**config.mk**
```make
export PLATFORM = sky130hd
export DESIGN_NAME = acq_cmp_engine
export DESIGN_NICKNAME = d
export VERILOG_FILES = /design/src/rtl/acq_cmp_pkg.sv /design/src/rtl/acq_cmp_seq.sv /design/src/rtl/acq_cmp_diff.sv /design/src/rtl/acq_cmp_acc.sv /design/src/rtl/acq_cmp_engine.sv
export SDC_FILE = /design/constraint.sdc
export NUM_CORES = 1
export LEC_CHECK = 0
export ABC_AREA = 0
export BUFFER_PORTS_ARGS = -buffer_cell sky130_fd_sc_hd__buf_2
export CORE_UTILIZATION = 49
export DETAILED_ROUTE_END_ITERATION = 10
export PLACE_DENSITY = 0.91
export SLEW_MARGIN = 20
export SYNTH_ARGS = -nofsm -noshare
export SYNTH_HDL_FRONTEND = slang
export SYNTH_SLANG_ARGS = --single-unit
export TNS_END_PERCENT = 50
```
**constraint.sdc**
```tcl
create_clock -name clk_i -period 3.05 [get_ports clk_i]
set_clock_uncertainty 0.1 [all_clocks]
set_input_delay 0.7625 -clock clk_i [delete_from_list [all_inputs] [get_ports clk_i]]
set_output_delay 0.7625 -clock clk_i [all_outputs]
set_load 0.02 [all_outputs]
```
**src/rtl/acq_cmp_pkg.sv**
```systemverilog
package acq_cmp_pkg;
  typedef enum logic [1:0] {
    OP_IDLE = 2'd0,
    OP_CMP  = 2'd1,
    OP_COPY = 2'd2
  } op_e;
endpackage

```
**src/rtl/acq_cmp_seq.sv**
```systemverilog
module acq_cmp_seq
  import acq_cmp_pkg::*;
#(
  parameter int ROW_W = 5
) (
  input  logic             clk_i,
  input  logic             rst_ni,
  input  logic             go_i,
  input  op_e              op_i,
  input  logic [ROW_W-1:0] lo_i,
  input  logic [ROW_W-1:0] hi_i,
  output logic             iss_o,
  output logic [ROW_W-1:0] addr_o,
  output logic             last_o,
  output logic             empty_o
);
  localparam logic [ROW_W-1:0] ROW_MAX = {ROW_W{1'b1}};

  logic             iss_q;
  logic [ROW_W-1:0] addr_q;
  logic [ROW_W-1:0] end_q;
  logic             empty_q;

  always_ff @(posedge clk_i or negedge rst_ni) begin
    if (!rst_ni) begin
      iss_q   <= 1'b0;
      addr_q  <= '0;
      end_q   <= '0;
      empty_q <= 1'b0;
    end else begin
      empty_q <= 1'b0;
      if (go_i) begin
        if (op_i == OP_COPY) begin
          iss_q  <= 1'b1;
          addr_q <= '0;
          end_q  <= ROW_MAX;
        end else if (lo_i > hi_i) begin
          empty_q <= 1'b1;
        end else begin
          iss_q  <= 1'b1;
          addr_q <= lo_i;
          end_q  <= hi_i;
        end
      end else if (iss_q) begin
        if (addr_q == end_q) iss_q <= 1'b0;
        else addr_q <= addr_q + 1'b1;
      end
    end
  end

  assign iss_o   = iss_q;
  assign addr_o  = addr_q;
  assign last_o  = (addr_q == end_q);
  assign empty_o = empty_q;
endmodule

```
**src/rtl/acq_cmp_diff.sv**
```systemverilog
module acq_cmp_diff #(
  parameter int CH_W = 16
) (
  input  logic [CH_W-1:0] acq_i,
  input  logic [CH_W-1:0] val_i,
  input  logic [CH_W-1:0] care_i,
  input  logic [CH_W-1:0] en_i,
  output logic [CH_W-1:0] diff_o,
  output logic            hit_o
);
  assign diff_o = (acq_i ^ val_i) & care_i & en_i;
  assign hit_o  = |diff_o;
endmodule

```
**src/rtl/acq_cmp_acc.sv**
```systemverilog
module acq_cmp_acc #(
  parameter int ROW_W = 5
) (
  input  logic             clk_i,
  input  logic             rst_ni,
  input  logic             clr_i,
  input  logic             upd_i,
  input  logic             hit_i,
  input  logic [ROW_W-1:0] row_i,
  output logic [ROW_W:0]   cnt_o,
  output logic [ROW_W-1:0] first_o,
  output logic             any_o
);
  logic [ROW_W:0]   cnt_q;
  logic [ROW_W-1:0] first_q;
  logic             any_q;

  always_ff @(posedge clk_i or negedge rst_ni) begin
    if (!rst_ni) begin
      cnt_q   <= '0;
      first_q <= '0;
      any_q   <= 1'b0;
    end else if (clr_i) begin
      cnt_q   <= '0;
      first_q <= '0;
      any_q   <= 1'b0;
    end else if (upd_i && hit_i) begin
      cnt_q <= cnt_q + 1'b1;
      any_q <= 1'b1;
      if (!any_q) first_q <= row_i;
    end
  end

  assign cnt_o   = cnt_q;
  assign first_o = first_q;
  assign any_o   = any_q;
endmodule

```
**src/rtl/acq_cmp_engine.sv**
```systemverilog
module acq_cmp_engine
  import acq_cmp_pkg::*;
#(
  parameter int CH_W  = 16,
  parameter int ROW_W = 5
) (
  input  logic             clk_i,
  input  logic             rst_ni,
  input  logic             start_i,
  input  logic             copy_i,
  input  logic [CH_W-1:0]  ch_en_i,
  input  logic [ROW_W-1:0] row_lo_i,
  input  logic [ROW_W-1:0] row_hi_i,
  input  logic             stop_on_eq_i,
  output logic [ROW_W-1:0] rd_addr_o,
  input  logic [CH_W-1:0]  acq_data_i,
  input  logic [CH_W-1:0]  img_val_i,
  input  logic [CH_W-1:0]  img_care_i,
  output logic             img_we_o,
  output logic [ROW_W-1:0] img_waddr_o,
  output logic [CH_W-1:0]  img_wval_o,
  output logic [CH_W-1:0]  img_wcare_o,
  output logic             busy_o,
  output logic             diff_vld_o,
  output logic [ROW_W-1:0] diff_row_o,
  output logic [CH_W-1:0]  diff_vec_o,
  output logic             done_o,
  output logic             equal_o,
  output logic             halt_o,
  output logic [ROW_W-1:0] first_row_o,
  output logic [ROW_W:0]   mis_cnt_o
);
  logic             busy_q;
  op_e              op_q;
  logic [CH_W-1:0]  en_q;
  logic [ROW_W-1:0] lo_q, hi_q;
  logic             stop_q;

  logic             go;
  op_e              go_op;
  logic             iss, last, empty;
  logic [ROW_W-1:0] addr;

  logic             vld_q, last_q, done_q;
  logic [ROW_W-1:0] row_q;
  logic [CH_W-1:0]  diff;
  logic             hit, any;
  logic             fin, is_cmp;

  assign go     = !busy_q && (start_i || copy_i);
  assign go_op  = start_i ? OP_CMP : OP_COPY;
  assign is_cmp = (op_q == OP_CMP);
  assign fin    = (vld_q && last_q) || empty;

  always_ff @(posedge clk_i or negedge rst_ni) begin
    if (!rst_ni) begin
      busy_q <= 1'b0;
      op_q   <= OP_IDLE;
      en_q   <= '0;
      lo_q   <= '0;
      hi_q   <= '0;
      stop_q <= 1'b0;
    end else if (go) begin
      busy_q <= 1'b1;
      op_q   <= go_op;
      if (start_i) begin
        en_q   <= ch_en_i;
        lo_q   <= row_lo_i;
        hi_q   <= row_hi_i;
        stop_q <= stop_on_eq_i;
      end
    end else if (busy_q && fin) begin
      busy_q <= 1'b0;
      op_q   <= OP_IDLE;
    end
  end

  acq_cmp_seq #(.ROW_W(ROW_W)) seq_i (
    .clk_i   (clk_i),
    .rst_ni  (rst_ni),
    .go_i    (go),
    .op_i    (go_op),
    .lo_i    (row_lo_i),
    .hi_i    (row_hi_i),
    .iss_o   (iss),
    .addr_o  (addr),
    .last_o  (last),
    .empty_o (empty)
  );

  // memories answer one cycle after the address
  always_ff @(posedge clk_i or negedge rst_ni) begin
    if (!rst_ni) begin
      vld_q  <= 1'b0;
      last_q <= 1'b0;
      row_q  <= '0;
      done_q <= 1'b0;
    end else begin
      vld_q  <= iss;
      last_q <= last;
      row_q  <= addr;
      done_q <= (vld_q && last_q && is_cmp) || empty;
    end
  end

  acq_cmp_diff #(.CH_W(CH_W)) diff_i (
    .acq_i  (acq_data_i),
    .val_i  (img_val_i),
    .care_i (img_care_i),
    .en_i   (en_q),
    .diff_o (diff),
    .hit_o  (hit)
  );

  acq_cmp_acc #(.ROW_W(ROW_W)) acc_i (
    .clk_i   (clk_i),
    .rst_ni  (rst_ni),
    .clr_i   (go && start_i),
    .upd_i   (diff_vld_o),
    .hit_i   (hit),
    .row_i   (row_q),
    .cnt_o   (mis_cnt_o),
    .first_o (first_row_o),
    .any_o   (any)
  );

  assign rd_addr_o   = addr;
  assign img_we_o    = vld_q && (op_q == OP_COPY);
  assign img_waddr_o = row_q;
  assign img_wval_o  = acq_data_i;
  assign img_wcare_o = {CH_W{1'b1}};

  assign busy_o     = busy_q;
  assign diff_vld_o = vld_q && is_cmp;
  assign diff_row_o = row_q;
  assign diff_vec_o = diff_vld_o ? diff : '0;
  assign done_o     = done_q;
  assign equal_o    = !any;
  assign halt_o     = stop_q ? !any : any;
endmodule

```
==> out/qor.yml, run 1 <==
max_slew_margin: 0.4735
via_per_inst: 5.202
cts.sinks: 52
path_class: "flip-flop to output port"
antenna_cells: 0
rsz0062_at_grt: "no"
cts_resized: 0
synth_flop_cell: "dfrtp_1"
cts_tree: "done"
reg2reg_setup_slack_ns: 1.01
ctsHoldBuffers: 0
wire_per_inst_um: 14.28
synth_seq_cells: 52
gp_congestion: 0.9974
crit_required_ns: 2.19
mostFrequentLayoutCells: "142 x buf_2, 79 x nand2_1, 52 x dfrtp_1, 19 x xor2_1, 16 x conb_1"
cts_made_buffers: 5
htree_levels: 2
antenna_found_initial: 0
num_io_pins: 159
clk_latency_ns: 0.31
postRouteAntennaNets: 0
drive_gt1_frac: 0.3634
drtIter0Drc: 138
max_freq_mhz: 367.2
grt_max_degree: 37
cp_max_fo: 13
synth_cells: 344
powerDensity_nw_per_um2: 828.9
ys_types: 40
syn_area_um2: 3102
portBuffers: 142
grt_pass1_wl_um: 11500
dieArea_um2: 6652
fp.dieH_um: 81.56
start_util: 0.5147
ys_seq_area_frac: 0.4195
cp.arrival_ns: 1.86
areaGrowthSynthToFinish_pct: 21.66
vias: 2809
ys_async_sr_fraction: 1.000
hold_viol: 0
finalSetupTns_ns: 0
nets: 550
clk_pin_slew_worst_paths_ns: 0.09
p_total_uw: 3128
drc: 0
grt_remaining_overflow: 0
p_leak_uw: 0.002077
min_period_ns: 2.723
status: "finished clean"
cp-start-kind: "flip-flop"
cp-end-kind: "output port"
synth.top_cell.area_share: 0.4195
ys.warnings.count: 0
rows: 28
drt_wl_total_um: 7712
mostFrequentLayoutCell: "buf_2"
clockRootBuffer: "clkbuf_8"
core_region_area_um2: 6026
yosysTopAreaCell: "dfrtp_1"
track_usage: 0.2286
postCtsSetupRepairBufs: 0
clockBufferDepth: 2
synthTopCellsByArea: "dfrtp_1 42%, nand2_1 9.6%, buf_4 9.0%"
min_period_over_period: 0.8929
ir_worst_vdd_v: 0.0004389
max_cap_violations: 0
die_width_um: 81.56
tightestPinTransition_ns: 0.7898
grt_pass1_vias: 2672
drv_slew: 0
dp_hpwl_um: 6139
syn-mean-instance-area_um2: 9.017
setup_viol: 0
hold_path_class: "flip-flop to flip-flop"
dr.pass1.iters: 4
synth_edf_count: 0
==> worst paths after layout <==
path / from / end / cells after the start
max in group asynchronous: rst_ni / en_q[3]$_DFFE_PN0P_ / 2
hold reg to reg: seq_i.iss_o$_DFFE_PN0P_ / vld_q$_DFF_PN0_ / 0
setup reg to reg: seq_i.addr_o[0]$_DFFE_PN0P_ / seq_i.addr_o[1]$_DFFE_PN0P_ / 5
hold / removal: seq_i.iss_o$_DFFE_PN0P_ / vld_q$_DFF_PN0_ / 0
setup / recovery: op_q[0]$_DFFE_PN0P_ / diff_vec_o[7] / 6
min in group asynchronous: rst_ni / seq_i.end_q[1]$_DFFE_PN0P_ / 1
==> layer usage <==
layer / up-vias / part of all wire / wire length (um) / track usage
li1: 1333 / - / - / -
met1: 1332 / 0.38 / 2961 / 0.2395
met2: 120 / 0.52 / 4011 / 0.4217
met3: 24 / 0.064 / 490 / 0.05000
met4: 0 / 0.032 / 249 / 0.1232
met5: - / 0 / 0 / 0
==> worst max-delay path, stage by stage, from the launching register on <==
cell	delay [ns]
dfrtp_1	0.40
nor2b_1	0.19
nand2_1	0.07
buf_4	0.18
inv_1	0.32
and3_1	0.24
buf_2	0.17
==> logic make-up after synthesis <==
kind of cell / share of synthesized area
xor gates and xnor gates: 0.06212
buffers and inverters: 0.1218
DFF: 0.4195
adders and majority gates: 0.02824
muxes: 0.06091
and+or+nand+nor: 0.2073
other: 0.001209
AOI/OAI and AO/OA: 0.09883
==> Yosys cell counts (4+ instances only) <==
| master | number |
|---|---|
| a211oi_1 | 4 |
| a21oi_1 | 10 |
| a32oi_1 | 9 |
| and2_1 | 10 |
| and3_1 | 8 |
| buf_4 | 37 |
| clkbuf_1 | 8 |
| dfrtp_1 | 52 |
| ha_1 | 7 |
| inv_1 | 13 |
| mux2_2 | 5 |
| mux2i_1 | 11 |
| nand2_1 | 79 |
| nand3_1 | 13 |
| nor2_1 | 14 |
| o22ai_1 | 4 |
| or2_2 | 6 |
| xor2_1 | 19 |
==> state kept, by name (all words and copies together), names as in the netlist, 2 cells and up <==
signal and flops:
seq_i.addr_o 5, acc_i.first_o 5, diff_row_o 5, acc_i.cnt_o 6
op_q 2, seq_i.end_q 5, en_q 16
==> report_power, final <==
| group | total [uW] | leakage (uW) | switching, uW | internal (uW) |
|---|---|---|---|---|
| sequential | 1220 | 0.000641 | 257 | 965 |
| clock | 465 | 0.0000552 | 221 | 244 |
| combinational | 1440 | 0.00138 | 883 | 557 |
==> layout make-up <==
cell class | count | area [um^2]
inverter | 13 | 48.80
multi-input combinational | 246 | 1481
tap | 75 | 93.84
sequential | 52 | 1301
fill | 520 | 2252
clock buffer | 6 | 72.57
timing repair buffer | 146 | 740.7
clock inverter | 2 | 35.03
==> metrics by stage <==
step | util | hold slack, ns | area, um^2 | std cells | worst slack (ns)
global placement | 0.6084 | 0.3159 | 3666 | 532 | 0.5010
CTS | 0.6262 | 0.3270 | 3774 | 540 | 0.3296
finish | 0.6262 | 0.3261 | 3774 | 540 | 0.3268
floorplan | - | 0.2919 | 3158 | 359 | 0.6784
global route | 0.6262 | 0.3538 | 3774 | 540 | 0.2086
detailed placement | 0.6084 | 0.3101 | 3666 | 532 | 0.4413
No activity file was read; power rests on OpenSTA's default activity.
==> run 2: changes to the inputs <==
CORE_ASPECT_RATIO = 0.75   (was default)
CORE_UTILIZATION = 51   (was 49)
CTS_BUF_LIST = sky130_fd_sc_hd__clkbuf_8   (was default)
PLACE_DENSITY = 0.94   (was 0.91)
==> out/qor.yml, run 2 (synthesized netlist as in run 1, its figures left out) <==
cts_tree: "done"
cp_max_fo: 13
die_width_um: 92.05
path_class: "flip-flop to output port"
grt_max_degree: 33
portBuffers: 142
dp_hpwl_um: 5958
min_period_over_period: 0.8845
drt_wl_total_um: 7597
rr_endpoint: "seq_i.addr_o[1]$_DFFE_PN0P_"
grt_pass1_vias: 2698
pre_cts_ws_ns: 0.3470
crit_path_top_delay_cell: "dfrtp_1"
sw_frac_of_total: 0.4490
drive_gt1_frac: 0.3642
mostFrequentLayoutCells: "142 x buf_2, 79 x nand2_1, 52 x dfrtp_1, 19 x xor2_1, 16 x conb_1"
crit_required_ns: 2.19
dpl.cell_count: 535
final_core_util: 0.6439
max_slew_margin: 0.5860
via_per_inst: 5.090
fin_cells: 542
largest_reg_flops: 16
wire_per_inst_um: 14.02
p_int_uw: 1678
mostFrequentLayoutCell: "buf_2"
setup_slack_ns: 0.3523
tightestPinTransition_ns: 0.6169
num_io_pins: 159
drtIter0Drc: 118
track_usage: 0.2467
crit_buf_inv: 3
cts_resized: 0
status: "finished clean"
gp_congestion: 0.9037
start_util: 0.5324
hold_viol: 0
clk_pin_slew_worst_paths_ns: 0.09
powerDensity_nw_per_um2: 812.1
pwr-share-seq: 0.402
p_clk_frac: 0.122
drc: 0
reg2reg_setup_slack_ns: 0.92
grt_remaining_overflow: 0
ir_worst_vdd_v: 0.0004635
max_freq_mhz: 370.7
critPathTopFamily: "buffers and inverters"
rsz0062_at_grt: "no"
htree_levels: 2
fillers: 517
ctsHoldBuffers: 0
grt_pass1_wl_um: 12400
cp-start-kind: "flip-flop"
vias: 2759
postRouteAntennaNets: 0
crit_path_end: "diff_vec_o[0]"
cp-end-kind: "output port"
cts.sinks: 52
clk_latency_ns: 0.30
nets: 550
cts_made_buffers: 5
antenna_cells: 0
finalSetupTns_ns: 0
rr_worst_depth: 5
p_leak_uw: 0.002062
power_switching_uw: 1368
rows: 24
max_cap_violations: 0
cp.arrival_ns: 1.84
drv_slew: 0
crit_chain: "nor2b_1, nand2_1, buf_4, inv_1, and3_1, buf_2"
critical_path.max_stage_delay_ns: 0.41
setup_viol: 0
core_region_area_um2: 5826
hold_path_class: "input pin to asynchronous set/reset pin"
whs_ns: 0.3196
dr.pass1.iters: 5
min_period_ns: 2.698
clockBufferDepth: 2
antenna_found_initial: 0
combPwrFrac: 0.477
timing.rr.start: "seq_i.addr_o[0]$_DFFE_PN0P_"
dieArea_um2: 6401
largest-register: "en_q"
areaGrowthSynthToFinish_pct: 20.94
fp.dieH_um: 69.54
postCtsSetupRepairBufs: 0
crit_cells: 6
clockRootBuffer: "clkbuf_8"
critPathLaunch: "op_q[1]$_DFFE_PN0P_"
[run 2: cell type report]
cell class	instances	area (um^2)	share of cell area
Timing Repair Buffer	146	740.7	0.1975
Clock buffer	5	68.82	0.01835
Clock inverter	2	12.51	0.003336
Tap cell	78	97.59	0.02602
Sequential cell	52	1301	0.3469
Inverter	13	48.80	0.01301
Multi-Input combinational cell	246	1481	0.3949
[run 2: power by group through the flow]
stage	Combinational, uW	Sequential (uW)	Clock (uW)
global route	1600	1270	412
CTS	1460	1220	386
finish	1450	1220	370
global placement	1410	1220	0
floorplan	952	1310	0
detailed placement	1450	1240	0
[run 2: metrics by stage]
step / total power, uW / area, um^2
after floorplan: 2261 / 3158
after global placement: 2625 / 3670
after detailed placement: 2687 / 3670
after CTS: 3069 / 3751
after global routing: 3277 / 3751
final: 3046 / 3751
[run 2: worst reg2reg max path, delay by kind of cell, from the launching register on]
family	cells	cell delay, ns
xor+xnor	1	0.22
simple gates	1	0.15
compound gates	2	0.71
flops	1	0.49
mux	1	0.34
[run 2: per-layer routing]
layer | vias up | routed length, um | global-route usage
met5 | - | 0 | 0
met4 | 0 | 78 | 0.07465
met3 | 8 | 462 | 0.03838
met2 | 114 | 3924 | 0.4403
met1 | 1304 | 3131 | 0.3081
li1 | 1333 | - | -
[run 2: worst min path at each step]
stage,startpoint,to,depth (start not counted)
final,rst_ni,en_q[5]$_DFFE_PN0P_,1
after global routing,rst_ni,en_q[5]$_DFFE_PN0P_,1
after CTS,rst_ni,en_q[5]$_DFFE_PN0P_,1
after detailed placement,seq_i.iss_o$_DFFE_PN0P_,vld_q$_DFF_PN0_,0
after global placement,seq_i.iss_o$_DFFE_PN0P_,vld_q$_DFF_PN0_,0
after floorplan,seq_i.iss_o$_DFFE_PN0P_,vld_q$_DFF_PN0_,0
==> run 3: changes to the inputs <==
SYNTH_HIERARCHICAL = 1   (was default)
==> out/qor.yml, run 3 <==
status: "finished clean"
mostFrequentLayoutCells: "142 x buf_2, 52 x dfrtp_1, 25 x xor2_1, 19 x nor2_1, 18 x inv_1"
tightestPinTransition_ns: 0.6552
max_cap_violations: 0
ys.warnings.count: 6
grt_pass1_vias: 2433
grt_util_met3: 0.06579
p_int_uw: 1860
ctsHoldBuffers: 0
cts.sinks: 52
portBuffers: 142
cts_tree: "done"
wire_per_inst_um: 14.48
busiest_layer: "met2"
crit_chain: "inv_1, and3_1, and2_1, buf_2"
grt_max_degree: 30
ys_seq_area_frac: 0.4173
min_period_over_period: 0.8530
largest-register: "en_q"
final_core_util: 0.6462
rsz0062_at_grt: "no"
synth.top_cell.area_share: 0.4173
gp_congestion: 0.8709
htree_levels: 2
ys_types: 43
drtIter0Drc: 56
synth_seq_cells: 52
crit_required_ns: 2.19
mostFrequentLayoutCell: "buf_2"
clockBufferDepth: 2
syn_area_um2: 3118
clk_latency_ns: 0.30
hold_viol: 0
synth_edf_count: 0
pwr-share-seq: 0.391
powerDensity_nw_per_um2: 846.5
max_freq_mhz: 384.4
grt_remaining_overflow: 0
hold_path_class: "input pin to asynchronous set/reset pin"
final_area_um2: 3784
postRouteAntennaNets: 0
fillers: 491
core_region_area_um2: 5856
combPwrFrac: 0.485
drive_gt1_frac: 0.4498
cp.arrival_ns: 1.74
yosysTopAreaCell: "dfrtp_1"
dr.pass1.iters: 4
nets: 503
min_period_ns: 2.602
clockRootBuffer: "clkbuf_8"
synth_cells: 292
ir_worst_vdd_v: 0.0004764
syn-mean-instance-area_um2: 10.68
antenna_cells: 0
netlist_top_cells_count: "52 x dfrtp_1, 37 x buf_4, 25 x xor2_1"
use_met1: 0.2849
cp-end-kind: "output port"
synthTopCellsByArea: "dfrtp_1 42%, buf_4 8.9%, xor2_1 7.0%"
sw_frac_of_total: 0.4192
dp_hpwl_um: 5735
critical_path.max_stage_delay_ns: 0.53
drt_wl_total_um: 7181
gr-usage-met2: 0.4096
dieArea_um2: 6434
max_slew_margin: 0.5632
placed_cell_area_um2: 3690
clk_pin_slew_worst_paths_ns: 0.09
fp.dieH_um: 69.72
drc: 0
via_per_inst: 4.976
cp_max_fo: 18
setup_viol: 0
p_clk_frac: 0.124
power_switching_uw: 1343
path_class: "flip-flop to output port"
antenna_found_initial: 0
largest_reg_flops: 16
areaGrowthSynthToFinish_pct: 21.35
drv_slew: 0
vias: 2468
cts_resized: 0
rows: 24
synth_flop_cell: "dfrtp_1"
crit_path_top_delay_cell: "and3_1"
ys_async_sr_fraction: 1.000
p_leak_uw: 0.002052
num_io_pins: 159
cts_made_buffers: 5
track_usage: 0.2287
die_width_um: 92.29
start_util: 0.5325
postCtsSetupRepairBufs: 0
synth_most_common_cell: "dfrtp_1"
cp-start-kind: "flip-flop"
grt_pass1_wl_um: 11600
finalSetupTns_ns: 0
==> run 3: cell types whose count changed after synthesis, sizes merged, moves of 7 or more <==
cell,before,now
nand3,13,6
mux2,7,18
and3,8,18
a32oi,9,0
nand2,79,6
o22a,0,7
==> run 3: per-layer routing <==
metal  part of all wire  wire [um]  vias to the layer above
met5                  0          0                        -
met4             0.0011          8                        0
met3              0.058        414                        2
met2               0.52       3716                       93
met1               0.42       3041                     1176
li1                   -          -                     1197
==> run 3: cell type report <==
class / instances / area, um^2 / area share
tap: 78 / 97.59 / 0.02579
timing repair buffer: 145 / 733.2 / 0.1938
clock inverter: 2 / 11.26 / 0.002976
clock buffer: 6 / 82.58 / 0.02183
multi-input combinational: 195 / 1490 / 0.3938
sequential: 52 / 1301 / 0.3439
inverter: 18 / 67.56 / 0.01786
==> run 3: critical path, delay by kind of cell (launching register included) <==
family / cells / cell delay [ns]
buf+inv: 2 / 0.27
simple gates: 2 / 0.77
flops: 1 / 0.40
==> run 3: cell families after synthesis <==
| group | synth area share |
|---|---|
| xor+xnor | 0.07584 |
| flops | 0.4173 |
| fa+ha+maj | 0.02809 |
| other cells | 0.001203 |
| mux | 0.09190 |
| compound gates | 0.09229 |
| simple gates | 0.1705 |
| buf+inv | 0.1228 |
==> run 3: final timing paths <==
kind / from / to / slack, ns / cells after the start
worst max register to register: op_q[1]$_DFFE_PN0P_ / acc_i/cnt_o[5]$_DFFE_PN0P_ / 0.90 / 6
worst min-delay path: rst_ni / seq_i/end_q[2]$_DFFE_PN0P_ / 0.38 / 1
worst min register to register: seq_i/empty_o$_DFF_PN0_ / done_o$_DFF_PN0_ / 0.38 / 1
worst max-delay path: op_q[1]$_DFFE_PN0P_ / diff_vec_o[3] / 0.45 / 4
min in group clk_i: seq_i/empty_o$_DFF_PN0_ / done_o$_DFF_PN0_ / 0.38 / 1
max in group asynchronous: rst_ni / diff_row_o[4]$_DFF_PN0_ / 1.70 / 2
==> run 3: power groups by stage <==
| stage | clock (uW) | sequential, uW | combinational (uW) |
|---|---|---|---|
| 4_1_cts | 410 | 1250 | 1560 |
| 2_1_floorplan | 0 | 1350 | 1050 |
| 3_5_place_dp | 0 | 1270 | 1550 |
| 3_3_place_gp | 0 | 1250 | 1510 |
| 6_report | 398 | 1250 | 1550 |
| 5_1_grt | 434 | 1300 | 1690 |
==> run 3: through the flow <==
step	hold slack [ns]	setup WS, ns	std cells	total power [uW]
after global placement	0.3520	0.3899	488	2756
after detailed placement	0.3498	0.3184	488	2820
after CTS	0.3823	0.4416	496	3227
after global routing	0.3970	0.3095	496	3418
after floorplan	0.3278	0.7509	307	2399
final	0.3838	0.4482	496	3203
